$ cat src/rtl/seq7_gen.sv
module seq7_gen #(
  parameter int CW = 12
) (
  input  logic          clk,
  input  logic          rst_n,
  input  logic          strobe,
  input  logic [2:0]    sector,
  input  logic [6:0]    region,
  input  logic [CW-1:0] t0_cnt,
  input  logic [CW-1:0] t1_cnt,
  input  logic [CW-1:0] t2_cnt,
  output logic [2:0]    lvl_a,
  output logic [2:0]    lvl_b,
  output logic [2:0]    lvl_c,
  output logic [11:0]   gate_a,
  output logic [11:0]   gate_b,
  output logic [11:0]   gate_c
);
  localparam logic [6:0]    REG_LO = 7'd26;
  localparam logic [6:0]    REG_HI = 7'd36;
  localparam logic [CW-1:0] ONE    = {{(CW-1){1'b0}}, 1'b1};

  function automatic logic [8:0] state_of(logic [1:0] idx, logic [2:0] j, logic odd);
    logic [2:0] a, b, c;
    a = 3'd5; b = j; c = 3'd0;
    case (idx)
      2'd1: if (odd) b = j + 3'd1; else a = 3'd6;
      2'd2: begin a = 3'd6; b = j + 3'd1; end
      2'd3: begin a = 3'd6; b = j + 3'd1; c = 3'd1; end
      default: ;
    endcase
    return {a, b, c};
  endfunction

  function automatic logic [CW-1:0] load_of(logic [CW-1:0] d);
    return (d == '0) ? '0 : d - ONE;
  endfunction

  function automatic logic [CW-1:0] dw(logic [1:0] idx, logic [CW-1:0] d0,
                                       logic [CW-1:0] d1, logic [CW-1:0] d2);
    case (idx)
      2'd1:    return d1;
      2'd2:    return d2;
      default: return d0;
    endcase
  endfunction

  function automatic logic [11:0] gate_of(logic [2:0] l);
    logic [11:0] g;
    for (int i = 0; i < 12; i++) g[i] = (i >= int'(l)) && (i <= int'(l) + 5);
    return g;
  endfunction

  logic          active, odd, pend, p_odd;
  logic [2:0]    step, j, p_j;
  logic [CW-1:0] cnt, q0, q1, q2, p_q0, p_q1, p_q2;

  wire [6:0]    roff  = region - REG_LO;
  wire          valid = strobe && (sector == 3'd1) && (region >= REG_LO) && (region <= REG_HI);
  wire [2:0]    s_j   = roff[3:1];
  wire          s_odd = roff[0];
  wire [CW-1:0] s_q0  = t0_cnt >> 2;
  wire [CW-1:0] s_q1  = t1_cnt >> 1;
  wire [CW-1:0] s_q2  = t2_cnt >> 1;

  wire [2:0] nstep = step + 3'd1;
  wire [1:0] nidx  = nstep[2] ? ~nstep[1:0] : nstep[1:0];
  wire       fin   = active && (cnt == '0) && (step == 3'd7);
  wire       open_slot = !active || fin;

  always_ff @(posedge clk or negedge rst_n) begin
    if (!rst_n) begin
      pend <= 1'b0; p_j <= '0; p_odd <= 1'b0;
      p_q0 <= '0; p_q1 <= '0; p_q2 <= '0;
    end else begin
      pend <= open_slot ? (pend && valid) : (pend || valid);
      if (valid) begin
        p_j <= s_j; p_odd <= s_odd;
        p_q0 <= s_q0; p_q1 <= s_q1; p_q2 <= s_q2;
      end
    end
  end

  always_ff @(posedge clk or negedge rst_n) begin
    if (!rst_n) begin
      active <= 1'b0; step <= '0; cnt <= '0;
      j <= '0; odd <= 1'b0; q0 <= '0; q1 <= '0; q2 <= '0;
      {lvl_a, lvl_b, lvl_c} <= '0;
    end else if (open_slot) begin
      if (pend) begin
        active <= 1'b1; step <= '0;
        j <= p_j; odd <= p_odd; q0 <= p_q0; q1 <= p_q1; q2 <= p_q2;
        cnt <= load_of(p_q0);
        {lvl_a, lvl_b, lvl_c} <= state_of(2'd0, p_j, p_odd);
      end else if (valid) begin
        active <= 1'b1; step <= '0;
        j <= s_j; odd <= s_odd; q0 <= s_q0; q1 <= s_q1; q2 <= s_q2;
        cnt <= load_of(s_q0);
        {lvl_a, lvl_b, lvl_c} <= state_of(2'd0, s_j, s_odd);
      end else begin
        active <= 1'b0;
      end
    end else if (cnt != '0) begin
      cnt <= cnt - ONE;
    end else begin
      step <= nstep;
      cnt  <= load_of(dw(nidx, q0, q1, q2));
      {lvl_a, lvl_b, lvl_c} <= state_of(nidx, j, odd);
    end
  end

  assign gate_a = gate_of(lvl_a);
  assign gate_b = gate_of(lvl_b);
  assign gate_c = gate_of(lvl_c);
endmodule


$ cat config.mk
export PLATFORM = sky130hd
export DESIGN_NAME = seq7_gen
export DESIGN_NICKNAME = d
export VERILOG_FILES = /design/src/rtl/seq7_gen.sv
export SDC_FILE = /design/constraint.sdc
export NUM_CORES = 1
export LEC_CHECK = 0
export BUFFER_PORTS_ARGS = -buffer_cell sky130_fd_sc_hd__buf_2
export CAP_MARGIN = 30
export CELL_PAD_IN_SITES_DETAIL_PLACEMENT = 0
export CELL_PAD_IN_SITES_GLOBAL_PLACEMENT = 1
export CORE_UTILIZATION = 43
export DETAILED_ROUTE_END_ITERATION = 6
export GPL_TIMING_DRIVEN = 0
export PLACE_DENSITY_LB_ADDON = 0.2
export REMOVE_ABC_BUFFERS = 1
export SLEW_MARGIN = 10
export SYNTH_ARGS = -nofsm -noshare
export SYNTH_HDL_FRONTEND = slang
export SYNTH_SLANG_ARGS = --single-unit
$ cat constraint.sdc
create_clock -name clk -period 4.2 [get_ports clk]
set_input_delay 0.63 -clock clk [delete_from_list [all_inputs] [get_ports clk]]
set_output_delay 0.63 -clock clk [all_outputs]
set_load 0.005 [all_outputs]
# ---- Word level (Yosys, flattened, before mapping)
# Index checks and enable logic that the tools add are counted.
dict set report classes {
  mux 41
  reduce_logical 39
  n_bitwise 1
  addsub 10
  n_eq_ne 7
  n_lt_le_gt_ge 59
}
# op count
set ops {}
lappend ops {{less-or-equal comparator 4 x 32 -> 1 bit (first input constant)} 12}
lappend ops {{less-or-equal comparator 5 x 32 -> 1 bit (first input constant)} 9}
lappend ops {{less-or-equal comparator 3 x 32 -> 1 bit (first input constant)} 6}
lappend ops {{2-to-1 mux 12 bit} 15}
lappend ops {{less-or-equal comparator 1 x 32 -> 1 bit (first input constant)} 3}
lappend ops {{less-or-equal comparator 2 x 32 -> 1 bit (first input constant)} 3}
lappend ops {{logical NOT 12 bit} 4}
lappend ops {{2-to-1 mux 3 bit} 15}
lappend ops {{>= comparator 3 bit (first input constant)} 9}
lappend ops {{logical AND 1 bit} 27}
lappend ops {{case mux 12 bit (2 select lines)} 1}
lappend ops {{subtractor 12 x 1 -> 12 bit (second input constant)} 2}
lappend ops {{subtractor 10 x 1 -> 11 bit (second input constant)} 2}
lappend ops {{>= comparator 1 x 3 -> 1 bit (first input constant)} 6}
lappend ops {{>= comparator 2 x 3 -> 1 bit (first input constant)} 6}
lappend ops {{adder 3 x 3 -> 4 bit (second input constant)} 3}
lappend ops {{less-or-equal comparator 4 bit (first input constant)} 3}
lappend ops {{nonzero test 12 bit} 1}
lappend ops {{>= comparator 7 x 5 -> 1 bit (second input constant)} 1}
lappend ops {{less-or-equal comparator 7 x 6 -> 1 bit (second input constant)} 1}
lappend ops {{adder 3 x 1 -> 3 bit (second input constant)} 2}
lappend ops {{2-to-1 mux 1 bit} 6}
lappend ops {{case mux 3 bit (2 select lines)} 1}
lappend ops {{equality test 2 bit (second input constant)} 2}
lappend ops {{14 further kinds} 17}
dict set report word_totals {
  in_bits 49
  wordCells 174
  output_inout_bits 45
  register_bits 102
}

# ---- Longest topological paths before layout
# Gate-level depths: netlist of the first run.
dict set report depth {
  depth_word 11
  ltp_mapped 14
  mapped_depth_nobuf 12
}

# ---- Worst setup path before layout of the first run
# Ideal clock, no wire load.
dict set report synth_timing {
  path_type {reg-to-reg}
  startpoint {register step[0]}
  endpoint {register cnt[10]}
  path_stages_with_launch 15
  required_ns 4.071
  setup_time_ns 0.129
  synth_period_minus_slack_ns 3.286
  path_buffers 2
  path_slack_ns 0.914
  arrival_ns 3.157
  cell_sequence {dfrtp_1 ha_1 ha_1 xor2_1 inv_1 ha_1 clkbuf_1 buf_2 a221oi_1 or2_2 ha_1 nor3b_1 a2111oi_0 a41oi_1 nand3_1}
}
dict set report synth_via {
  elab_chain_len 11
  elab_cells_between_ends 17
  cone_classes {add/sub: 2; eq/ne: 4; mux: 7; bitwise: 1; reduce/logical: 3}
}
# item line
set synth_lines {}
lappend synth_lines {{start, declared} 55} ;# logic [2:0] step, j, p_j;
lappend synth_lines {{start signal, assigned} 106} ;# step <= nstep;
lappend synth_lines {{adder 3 x 1 -> 3 bit} 66} ;# wire [2:0] nstep = step + 3'd1;
lappend synth_lines {{NOT 2 bit} 67} ;# wire [1:0] nidx = nstep[2] ? ~nstep[1:0] : nstep[1:0];
lappend synth_lines {{2-to-1 mux 2 bit} 67}
lappend synth_lines {{equality test 2 bit or equality test 2 x 1 -> 1 bit (tied branches)} 41} ;# case (idx)
lappend synth_lines {{case mux 12 bit (2 select lines)} 41}
lappend synth_lines {{2-to-1 mux 12 bit} 103} ;# end else if (cnt != '0) begin
lappend synth_lines {{2-to-1 mux 12 bit} 89} ;# end else if (open_slot) begin
lappend synth_lines {{subtractor 12 x 1 -> 12 bit or logical NOT 12 bit (tied branches)} 36} ;# return (d == '0) ? '0 : d - ONE;
lappend synth_lines {{2-to-1 mux 12 bit} 36}
lappend synth_lines {{2-to-1 mux 12 bit} 103}
lappend synth_lines {{2-to-1 mux 12 bit} 89}
lappend synth_lines {{end signal, assigned} 93} ;# cnt <= load_of(p_q0);
lappend synth_lines {{end signal, assigned} 104} ;# cnt <= cnt - ONE;
lappend synth_lines {{end signal, assigned} 107} ;# cnt <= load_of(dw(nidx, q0, q1, q2));
lappend synth_lines {{end, declared} 56} ;# logic [CW-1:0] cnt, q0, q1, q2, p_q0, p_q1, p_q2;
# Parallel ways exist; a longest one is shown, timed or not. The select of a mux whose other input is x is not followed.
# A chain may end at the register's enable or synchronous reset.

# ---- Worst setup path in the final report of the first run
# Same ends and word-level chain as after synthesis.

==> results.cfg, run 1 <==
[cells_and_area]
synthToLayoutAreaGrowth_pct = 13.8
layout-drive-gt1-share_pct = 15.6
postLayoutCoreUtil_pct = 50.4
final_nets = 860
instances_no_fill = 970
insertedDiodeCount = 0

[floorplanning]
initial_core_util_pct = 44.3
die_x_um = 122
rows = 43
die_y_um = 122
core-area_um2 = 13900
die-area_um2 = 14800
pin_count = 94

[clock_tree]
clk_pin_slew_ps = 70
clock-root-buffer = clkbuf_16
cts.sinks = 96
clockBufferDepth = 2
cts_tree = done
numCtsBuffers = 9
clock_latency_ps = 360
cts_max_level = 3

[critical_path]
ff2ff_setup_slack_ps = 240
worstSetupStartpoint = step[0]
path_max_fanout = 24
regToRegEndpoint = cnt[10]
rr_worst_depth = 11
critical_path_arrival_ps = 4250
worstReg2RegStart = step[0]
path_class = reg2reg
critPathLaunchType = register
crit_path_end_kind = register
worstPathRequired_ps = 4490

[global_routing]
grt_max_degree = 50
grt_pass1_wl_um = 24500
overflow = 0
grtUsageTotal_pct = 21.1
antenna_found_initial = 0
grt_pass1_vias = 4902

[synthesis]
yosysWarnings = 0
yosys.area.top_type = dfrtp_1
synth_area_leaders = dfrtp_1 39%, nand2_1 9.9%, mux2i_1 7.0%
synth-edff-count = 0
seq_area_frac_synth_pct = 38.9
synth_seq_cells = 96
synthArstFlopShare_pct = 100
synth_top_area_share_pct = 38.9
synth_area_per_cell_um2 = 8.40
ys.flop_type = dfrtp_1
synth.distinct_cells = 65
synth_area_um2 = 6170
syn-instance-count = 735

[drt]
wire_per_inst_um = 15.0
drt-total-wl_um = 14600
drc = 0
antenna_left = 0
num_vias = 5248
drt_first_pass_iters = 4
vias_per_cell = 5.41
drt_iter0_drc = 319

[placed_design]
io_buffers = 77
dp_hpwl_um = 10800
dp.cells = 956
gp_congestion = 0.860
place_ws_ps = 258

[timing]
maxSlewViolCount = 0
tightest_slew_ps = 972
max_freq_ghz = 0.252
min_period_ps = 3960
setup_ws_ps = 235
grt_setup_unrepaired = no
period_share_pct = 94.4
slew_headroom_pct = 33.5
hold_viol_final = 0
whs_ps = 286
fin_skew_ps = 7.43
setup_viol = 0

[pwr]
power_w = 0.00291
leakage_nw = 3.24
vdd_drop_max_mv = 0.205
power.density_nw_per_um2 = 415

[run_status]
outcome = completed

[run]
drv_cap = 0

[min_path]
hold_class = in2async
==> cells in the final DEF (no fill, tap or decap), types with 11 or more instances in the layout <==
| cell | n |
|---|---|
| a21oi_1 | 36 |
| buf_2 | 76 |
| conb_1 | 12 |
| dfrtp_1 | 95 |
| ha_1 | 24 |
| inv_1 | 30 |
| mux2i_1 | 43 |
| nand2_1 | 162 |
| nor2_1 | 41 |
| nor2b_1 | 11 |
| nor3_1 | 15 |
| o21ai_0 | 63 |
| xor2_1 | 11 |
==> state kept, by name, indices dropped and copies added, names as in the netlist, 3 cells and up <==
signal  cells
p_q2       11
j           3
q0         10
q1         11
p_j         3
lvl_b       3
step        3
q2         11
lvl_a       3
p_q1       11
p_q0       10
cnt        12
==> worst max-delay path, cell delays in order, from the launching register on <==
cell and delay [ps]:
dfrtp_1 410, ha_1 210, ha_1 320, xor2_1 210, ha_1 750, a221oi_1 180, or2_2 370, ha_1 230
nor3b_2 190, a2111oi_0 790, a41oi_1 90, nand3_1 130
==> worst max-delay path by stage <==
| stage | slack [ps] | cells after the start | to |
|---|---|---|---|
| final | 240 | 11 | cnt[10] |
| after global routing | 0.07 | 11 | cnt[10] |
| after global placement | -1930 | 8 | j[0] |
| after detailed placement | 260 | 11 | cnt[10] |
| after CTS | 230 | 11 | cnt[10] |
| after floorplan | -280 | 7 | j[0] |
==> synthesized netlist by cell type, types with 14 or more instances <==
library cell	count
a21oi_1	36
nand2_1	162
mux2i_1	43
nor2_1	41
inv_1	30
clkbuf_1	30
nor3_1	15
buf_4	14
ha_1	24
o21ai_0	63
dfrtp_1	96
==> metrics by stage <==
step / setup TNS [ps] / cell area, um^2
2_1_floorplan: -7050 / 5940
5_1_grt: 0 / 7030
4_1_cts: 0 / 7020
3_5_place_dp: 0 / 6750
6_report: 0 / 7030
3_3_place_gp: -71260 / 6550
==> power breakdown <==
group | switching [W] | internal [W] | total (W)
clock network | 0.000344 | 0.000453 | 0.000796
registers | 0.000167 | 0.00106 | 0.00123
logic | 0.000482 | 0.000407 | 0.000889
==> per-layer routing <==
metal / vias up / wire [um] / part of all wire [%] / track usage [%]
met4: 0 / 397 / 2.7 / 9.49
met2: 129 / 6580 / 45 / 32.2
met5: - / 0 / 0 / 0
met1: 2446 / 7000 / 48 / 29.8
li1: 2650 / - / - / -
met3: 23 / 621 / 4.3 / 2.72
==> kinds of logic after synthesis <==
family                   Yosys count  share of synthesized area [%]
flip-flops                        96                           38.9
AO/OA/AOI/OAI                    181                           18.6
buffers and inverters             83                           6.26
multiplexers                      51                           8.43
other                              2                          0.122
adder cells (fa/ha/maj)           24                           4.86
XOR/XNOR                          19                           2.70
AND/OR/NAND/NOR                  279                           20.1
==> area by class of cell <==
type                       instances  area (um^2)
tap                              180          225
clock inverter                     4         47.5
multi-input combinational        566         3460
sequential                        96         2410
clock buffer                      10          229
fill                            1371         6910
inverter                          30          113
timing repair buffer              84          546
==> repair_timing <==
action,in CTS,in global routing
buffers inserted,0,0
endpoints found under the setup margin,0,2
hold buffers,0,0
resized for setup,0,1
(Power assumes the default switching activity.)
==> inputs of run 2 (changes only) <==
--- a/config.mk
+++ b/config.mk
@@ -5,11 +5,13 @@
 export SDC_FILE = /design/constraint.sdc
 export NUM_CORES = 1
 export LEC_CHECK = 0
+export ABC_AREA = 1
 export BUFFER_PORTS_ARGS = -buffer_cell sky130_fd_sc_hd__buf_2
 export CAP_MARGIN = 30
 export CELL_PAD_IN_SITES_DETAIL_PLACEMENT = 0
 export CELL_PAD_IN_SITES_GLOBAL_PLACEMENT = 1
-export CORE_UTILIZATION = 43
+export CORE_ASPECT_RATIO = 0.9
+export CORE_UTILIZATION = 42
 export DETAILED_ROUTE_END_ITERATION = 6
 export GPL_TIMING_DRIVEN = 0
 export PLACE_DENSITY_LB_ADDON = 0.2
==> run 2 against run 1 <==
Against the previous run:
- hold slack hardly changed
- die area is 2.7% higher
- first-iteration DRC count is 5.3% lower
- synthesized cell count is 18% higher
- sequential share of layout area is 0.14 points higher
- combinational power is 48% lower
- register-to-register slack better by 360 ps
- clock skew is 1.8 ps higher
- final area is 0.50% lower
- power is 17% lower
- clock power is 13% higher
- largest power group unchanged
==> results.cfg, run 2 <==
[cells_and_area]
largest_reg_flops = 12
multi_input_area_um2 = 3220
synthToLayoutAreaGrowth_pct = 12.9
layout_commonest_cell = nand2_1
n_fill_cell = 1467
top_register = cnt
instances_no_fill = 1124
layout-drive-gt1-share_pct = 12.4
final_nets = 1000
ff_latch_area_um2 = 2400
mostFrequentLayoutCells = 331 x nand2_1, 95 x dfrtp_1, 79 x inv_1, 76 x buf_2, 70 x nor2_1
finalInstanceArea_um2 = 6990
insertedDiodeCount = 0

[timing]
max_freq_ghz = 0.277
hold_viol_final = 0
grt_setup_unrepaired = no
setup_viol = 0
tightest_slew_ps = 776
period_share_pct = 85.8
slew_headroom_pct = 48.2
min_period_ps = 3610
fin_skew_ps = 9.22
maxSlewViolCount = 0
whs_ps = 286

[pwr]
p_int_w = 0.00169
power.density_nw_per_um2 = 348
p_comb_share_pct = 19.1
leakage_nw = 3.68
power_w = 0.00243
p_sw_w = 0.000738
swShare_pct = 30.3
pwr-share-seq_pct = 44.0
vdd_drop_max_mv = 0.247
p_clk_share_pct = 36.9

[synthesis]
synth_seq_cells = 96
synth_area_leaders = dfrtp_1 39%, nand2_1 20%, ha_1 4.8%
synth_most_common_cell = nand2_1
synthTopCellsByCount = 331 x nand2_1, 96 x dfrtp_1, 79 x inv_1
yosys.area.top_type = dfrtp_1
yosysWarnings = 0
synth.distinct_cells = 45
synth_top_area_share_pct = 38.8
synth_area_um2 = 6190
synthArstFlopShare_pct = 100
seq_area_frac_synth_pct = 38.8
syn-instance-count = 867
ys.flop_type = dfrtp_1
synth-edff-count = 0
synth_area_per_cell_um2 = 7.14

[drt]
drt-total-wl_um = 15000
drc = 0
num_vias = 5648
drt_iter0_drc = 302
drt_first_pass_iters = 5
antenna_left = 0
wire_per_inst_um = 13.4
vias_per_cell = 5.02

[clock_tree]
clock_latency_ps = 360
cts_max_level = 3
post-cts-setup-buffers = 0
hold_buffers = 0
clk_pin_slew_ps = 60
cts.sinks = 96
post_cts_resized = 0
clock-root-buffer = clkbuf_16
numCtsBuffers = 9
cts_tree = done
clockBufferDepth = 2

[critical_path]
path_class = reg2reg
critical_path_arrival_ps = 3840
path_max_fanout = 14
slowest_stage = ha_1
worstReg2RegStart = step[0]
path_cells = ha_1 > ha_1 > xnor2_1 > inv_1 > ha_1 > inv_2 > nand3_1 > o21ai_1 > ha_1 > nand3_1 > nor2_1 > nand3_1 > nand2_1 > inv_1 > nand2_1 > nand2_1 > nand2_1 > nand3_1
rr_worst_depth = 18
cpPeakStageDelay_ps = 440
worstPathRequired_ps = 4430
critPathLaunchType = register
crit_path_end_kind = register
ff2ff_setup_slack_ps = 590
regToRegEndpoint = cnt[8]

[global_routing]
overflow = 0
grt_max_degree = 61
antenna_found_initial = 0
grt_pass1_wl_um = 25600
grt_pass1_vias = 5385
grtUsageTotal_pct = 21.5

[min_path]
hold_class = in2async

[floorplanning]
core-area_um2 = 14200
rows = 41
initial_core_util_pct = 43.6
die_x_um = 130
die-area_um2 = 15200
pin_count = 94
die_y_um = 117

[placed_design]
dp_hpwl_um = 11100
gp_congestion = 0.856
io_buffers = 77
dpl_cell_area_um2 = 6680
dp.cells = 1109

[run]
drv_cap = 0

[run_status]
outcome = completed
## run 2: cell types whose count changed after synthesis, sizes merged, moves of 16 or more
cell	before	now
nand2	162	335
inv	30	80
mux2i	43	0
nand3	10	43
nor2	41	74
a31oi	4	29
a21oi	36	14
clkbuf	31	15
## run 2: critical path: cells and delay by family (launching register included)
| family | cells | cell delay (ps) |
|---|---|---|
| adder cells (fa/ha/maj) | 4 | 1200 |
| buffers and inverters | 3 | 470 |
| flip-flops | 1 | 420 |
| AO/OA/AOI/OAI | 1 | 210 |
| XOR/XNOR | 1 | 290 |
| AND/OR/NAND/NOR | 9 | 880 |
## run 2: cell type report
type	instances	share of cell area [%]
Multi-Input combinational cell	656	46.0
Sequential cell	96	34.4
Timing Repair Buffer	82	7.19
Inverter	82	4.42
Tap cell	193	3.45
Clock buffer	9	3.22
Clock inverter	6	1.32
## run 2: logic make-up after synthesis
| group | Yosys count | share of synthesized area (%) |
|---|---|---|
| simple gates | 475 | 31.2 |
| buf+inv | 125 | 9.86 |
| compound gates | 116 | 11.1 |
| flops | 96 | 38.8 |
| xor+xnor | 29 | 4.10 |
| fa+ha+maj | 24 | 4.85 |
| other cells | 2 | 0.121 |
## run 2: power by group through the flow
| stage | sequential [W] | clock (W) | combinational, W |
|---|---|---|---|
| after detailed placement | 0.00109 | 0 | 0.000468 |
| after floorplan | 0.00108 | 0 | 0.000279 |
| after CTS | 0.00107 | 0.000921 | 0.000472 |
| after global placement | 0.00111 | 0 | 0.000399 |
| after global routing | 0.00108 | 0.000957 | 0.000538 |
| final | 0.00107 | 0.000898 | 0.000464 |
## run 2: how the worst max path moves through the flow
| stage | startpoint | slack [ps] | cells after the start | endpoint |
|---|---|---|---|---|
| global route | step[0] | 220 | 18 | cnt[10] |
| CTS | step[0] | 550 | 18 | cnt[10] |
| finish | step[0] | 590 | 18 | cnt[8] |
| floorplan | step[0] | 1150 | 15 | cnt[6] |
| global placement | pend | -600 | 6 | cnt[1] |
| detailed placement | step[0] | 550 | 18 | cnt[10] |
## run 2: metal layers
metal  up-vias  global-route usage, %  routed length, um
met5         -                      0                  0
met4         0                   4.73                149
met3        12                   4.41                630
met2       129                   37.0               6970
met1      2645                   28.1               7270
li1       2862                      -                  -
## run 2: through the flow
| stage | util [%] | setup slack (ps) | TNS (ps) |
|---|---|---|---|
| floorplan | - | 1150 | 0 |
| global placement | 46.1 | -601 | -22950 |
| detailed placement | 47.0 | 550 | 0 |
| CTS | 49.2 | 554 | 0 |
| global route | 49.2 | 222 | 0 |
| finish | 49.2 | 595 | 0 |
==> inputs of run 3 (changes only) <==
--- a/config.mk
+++ b/config.mk
@@ -15,6 +15,7 @@
 export DETAILED_ROUTE_END_ITERATION = 6
 export GPL_TIMING_DRIVEN = 0
 export PLACE_DENSITY_LB_ADDON = 0.2
+export RECOVER_POWER = 50
 export REMOVE_ABC_BUFFERS = 1
 export SLEW_MARGIN = 10
 export SYNTH_ARGS = -nofsm -noshare
==> run 3 against run 2 <==
Against the previous run:
- the run now ends with capacitance limit, slew limit left
- sequential share of layout area is 0.12 points higher
- flip-flop and latch count is the same
- via count is 0.14% higher
- die area did not move
- combinational power about the same
- utilization is 0.18 points lower
- final cell count is the same
- sequential power barely moved
==> results.cfg, run 3 (synthesis gave the netlist of run 2 again) <==
[floorplanning]
core-area_um2 = 14200
die_x_um = 130
die_y_um = 117
initial_core_util_pct = 43.6
pin_count = 94
rows = 41
die-area_um2 = 15200

[drt]
num_vias = 5656
vias_per_cell = 5.03
antenna_left = 0
drc = 0
drt_first_pass_iters = 5
drt-total-wl_um = 15100
drt_iter0_drc = 295
wire_per_inst_um = 13.4

[run_status]
outcome = finished with violations
violations = capacitance limit, slew limit

[placed_design]
dp_hpwl_um = 11100
place_ws_ps = 550
gp_congestion = 0.856
io_buffers = 77
dp.cells = 1109

[critical_path]
path_class = reg2reg
crit_path_end_kind = register
path_max_fanout = 14
worstSetupStartpoint = step[0]
path_cells = ha_1 > ha_1 > xnor2_1 > inv_1 > ha_1 > inv_2 > nand3_1 > o21ai_1 > ha_1 > nand3_1 > nor2_1 > nand3_1 > nand2_1 > inv_1 > nand2_1 > nand2_1 > nand2_1 > nand3_1
slowest_stage = ha_1
critical_path_arrival_ps = 3840
worstPathRequired_ps = 4430
critPathLaunchType = register
cpPeakStageDelay_ps = 440
worstReg2RegStart = step[0]

[cells_and_area]
top_register = cnt
instances_no_fill = 1124
layout-drive-gt1-share_pct = 10.7
final_nets = 1000
layout_commonest_cell = nand2_1
mostFrequentLayoutCells = 331 x nand2_1, 95 x dfrtp_1, 79 x inv_1, 70 x nor2_1, 63 x buf_2
multi_input_area_um2 = 3210
synthToLayoutAreaGrowth_pct = 12.5
ff_latch_area_um2 = 2400
n_fill_cell = 1478
largest_reg_flops = 12
insertedDiodeCount = 0

[timing]
setup_viol = 0
hold_viol_final = 0
tightest_slew_ps = 2660
max_freq_ghz = 0.277
whs_ps = 475
period_share_pct = 85.8
maxSlewViolCount = 47
grt_setup_unrepaired = no
min_period_ps = 3610
setup_ws_ps = 595
slew_headroom_pct = -77.2
fin_skew_ps = 9.32
tns_ps = 0

[clock_tree]
cts_max_level = 3
clock-root-buffer = clkbuf_16
post_cts_resized = 0
cts.sinks = 96
cts_tree = done
clockBufferDepth = 2
post-cts-setup-buffers = 0
clk_pin_slew_ps = 70
hold_buffers = 0
clock_latency_ps = 360
numCtsBuffers = 9

[run]
drv_cap = 1

[global_routing]
grtUsageTotal_pct = 21.5
antenna_found_initial = 0
grt_pass1_vias = 5385
grt_max_degree = 61
grt_pass1_wl_um = 25600
overflow = 0

[pwr]
leakage_nw = 3.65
vdd_drop_max_mv = 0.247
power.density_nw_per_um2 = 349
power_w = 0.00243

[min_path]
min_from = t1_cnt[6]
hold_class = in2reg
[run 3: final timing paths]
check	end	slack [ps]	depth (start not counted)
hold / removal	p_q1[5]	480	3
setup reg to reg	cnt[8]	590	18
hold reg to reg	p_q1[9]	480	2
max in group asynchronous	pend	1390	1
min in group asynchronous	q1[2]	1100	1
setup / recovery	cnt[8]	590	18
[run 3: final cells by class]
cell class                      count  area share (%)
Clock buffer                        9            3.23
Tap cell                          193            3.47
Timing Repair Buffer               82            6.93
Sequential cell                    96            34.5
Multi-Input combinational cell    656            46.1
Inverter                           82            4.44
Clock inverter                      6            1.33
[run 3: power breakdown]
part           total, W  switching, W  leakage (nW)  internal (W)
clock          0.000898      0.000376         0.148      0.000522
sequential      0.00107     0.0000709          1.18      0.000999
combinational  0.000464      0.000290          2.32      0.000174
total           0.00243      0.000737          3.65       0.00169
[run 3: stage by stage]
stage | util, % | cell area (um^2)
2_1_floorplan | - | 5930
3_3_place_gp | 46.1 | 6560
3_5_place_dp | 47.0 | 6680
4_1_cts | 49.2 | 6990
5_1_grt | 49.0 | 6970
6_report | 49.0 | 6970
[run 3: routing by layer]
layer,routed length [um],up-vias,part of all wire (%),global-route usage (%)
met1,7250,2652,48,28.1
met3,691,12,4.6,4.41
met2,6990,132,46,37.0
met4,148,0,0.98,4.73
li1,-,2860,-,-
met5,0,-,0,0
[run 3: worst max-delay path: cells and delay by family, from the launching register on]
family / cells / cell delay, ps
DFF: 1 / 420
adders and majority gates: 4 / 1200
and+or+nand+nor: 9 / 880
xor gates and xnor gates: 1 / 290
buffers and inverters: 3 / 470
AOI/OAI and AO/OA: 1 / 210
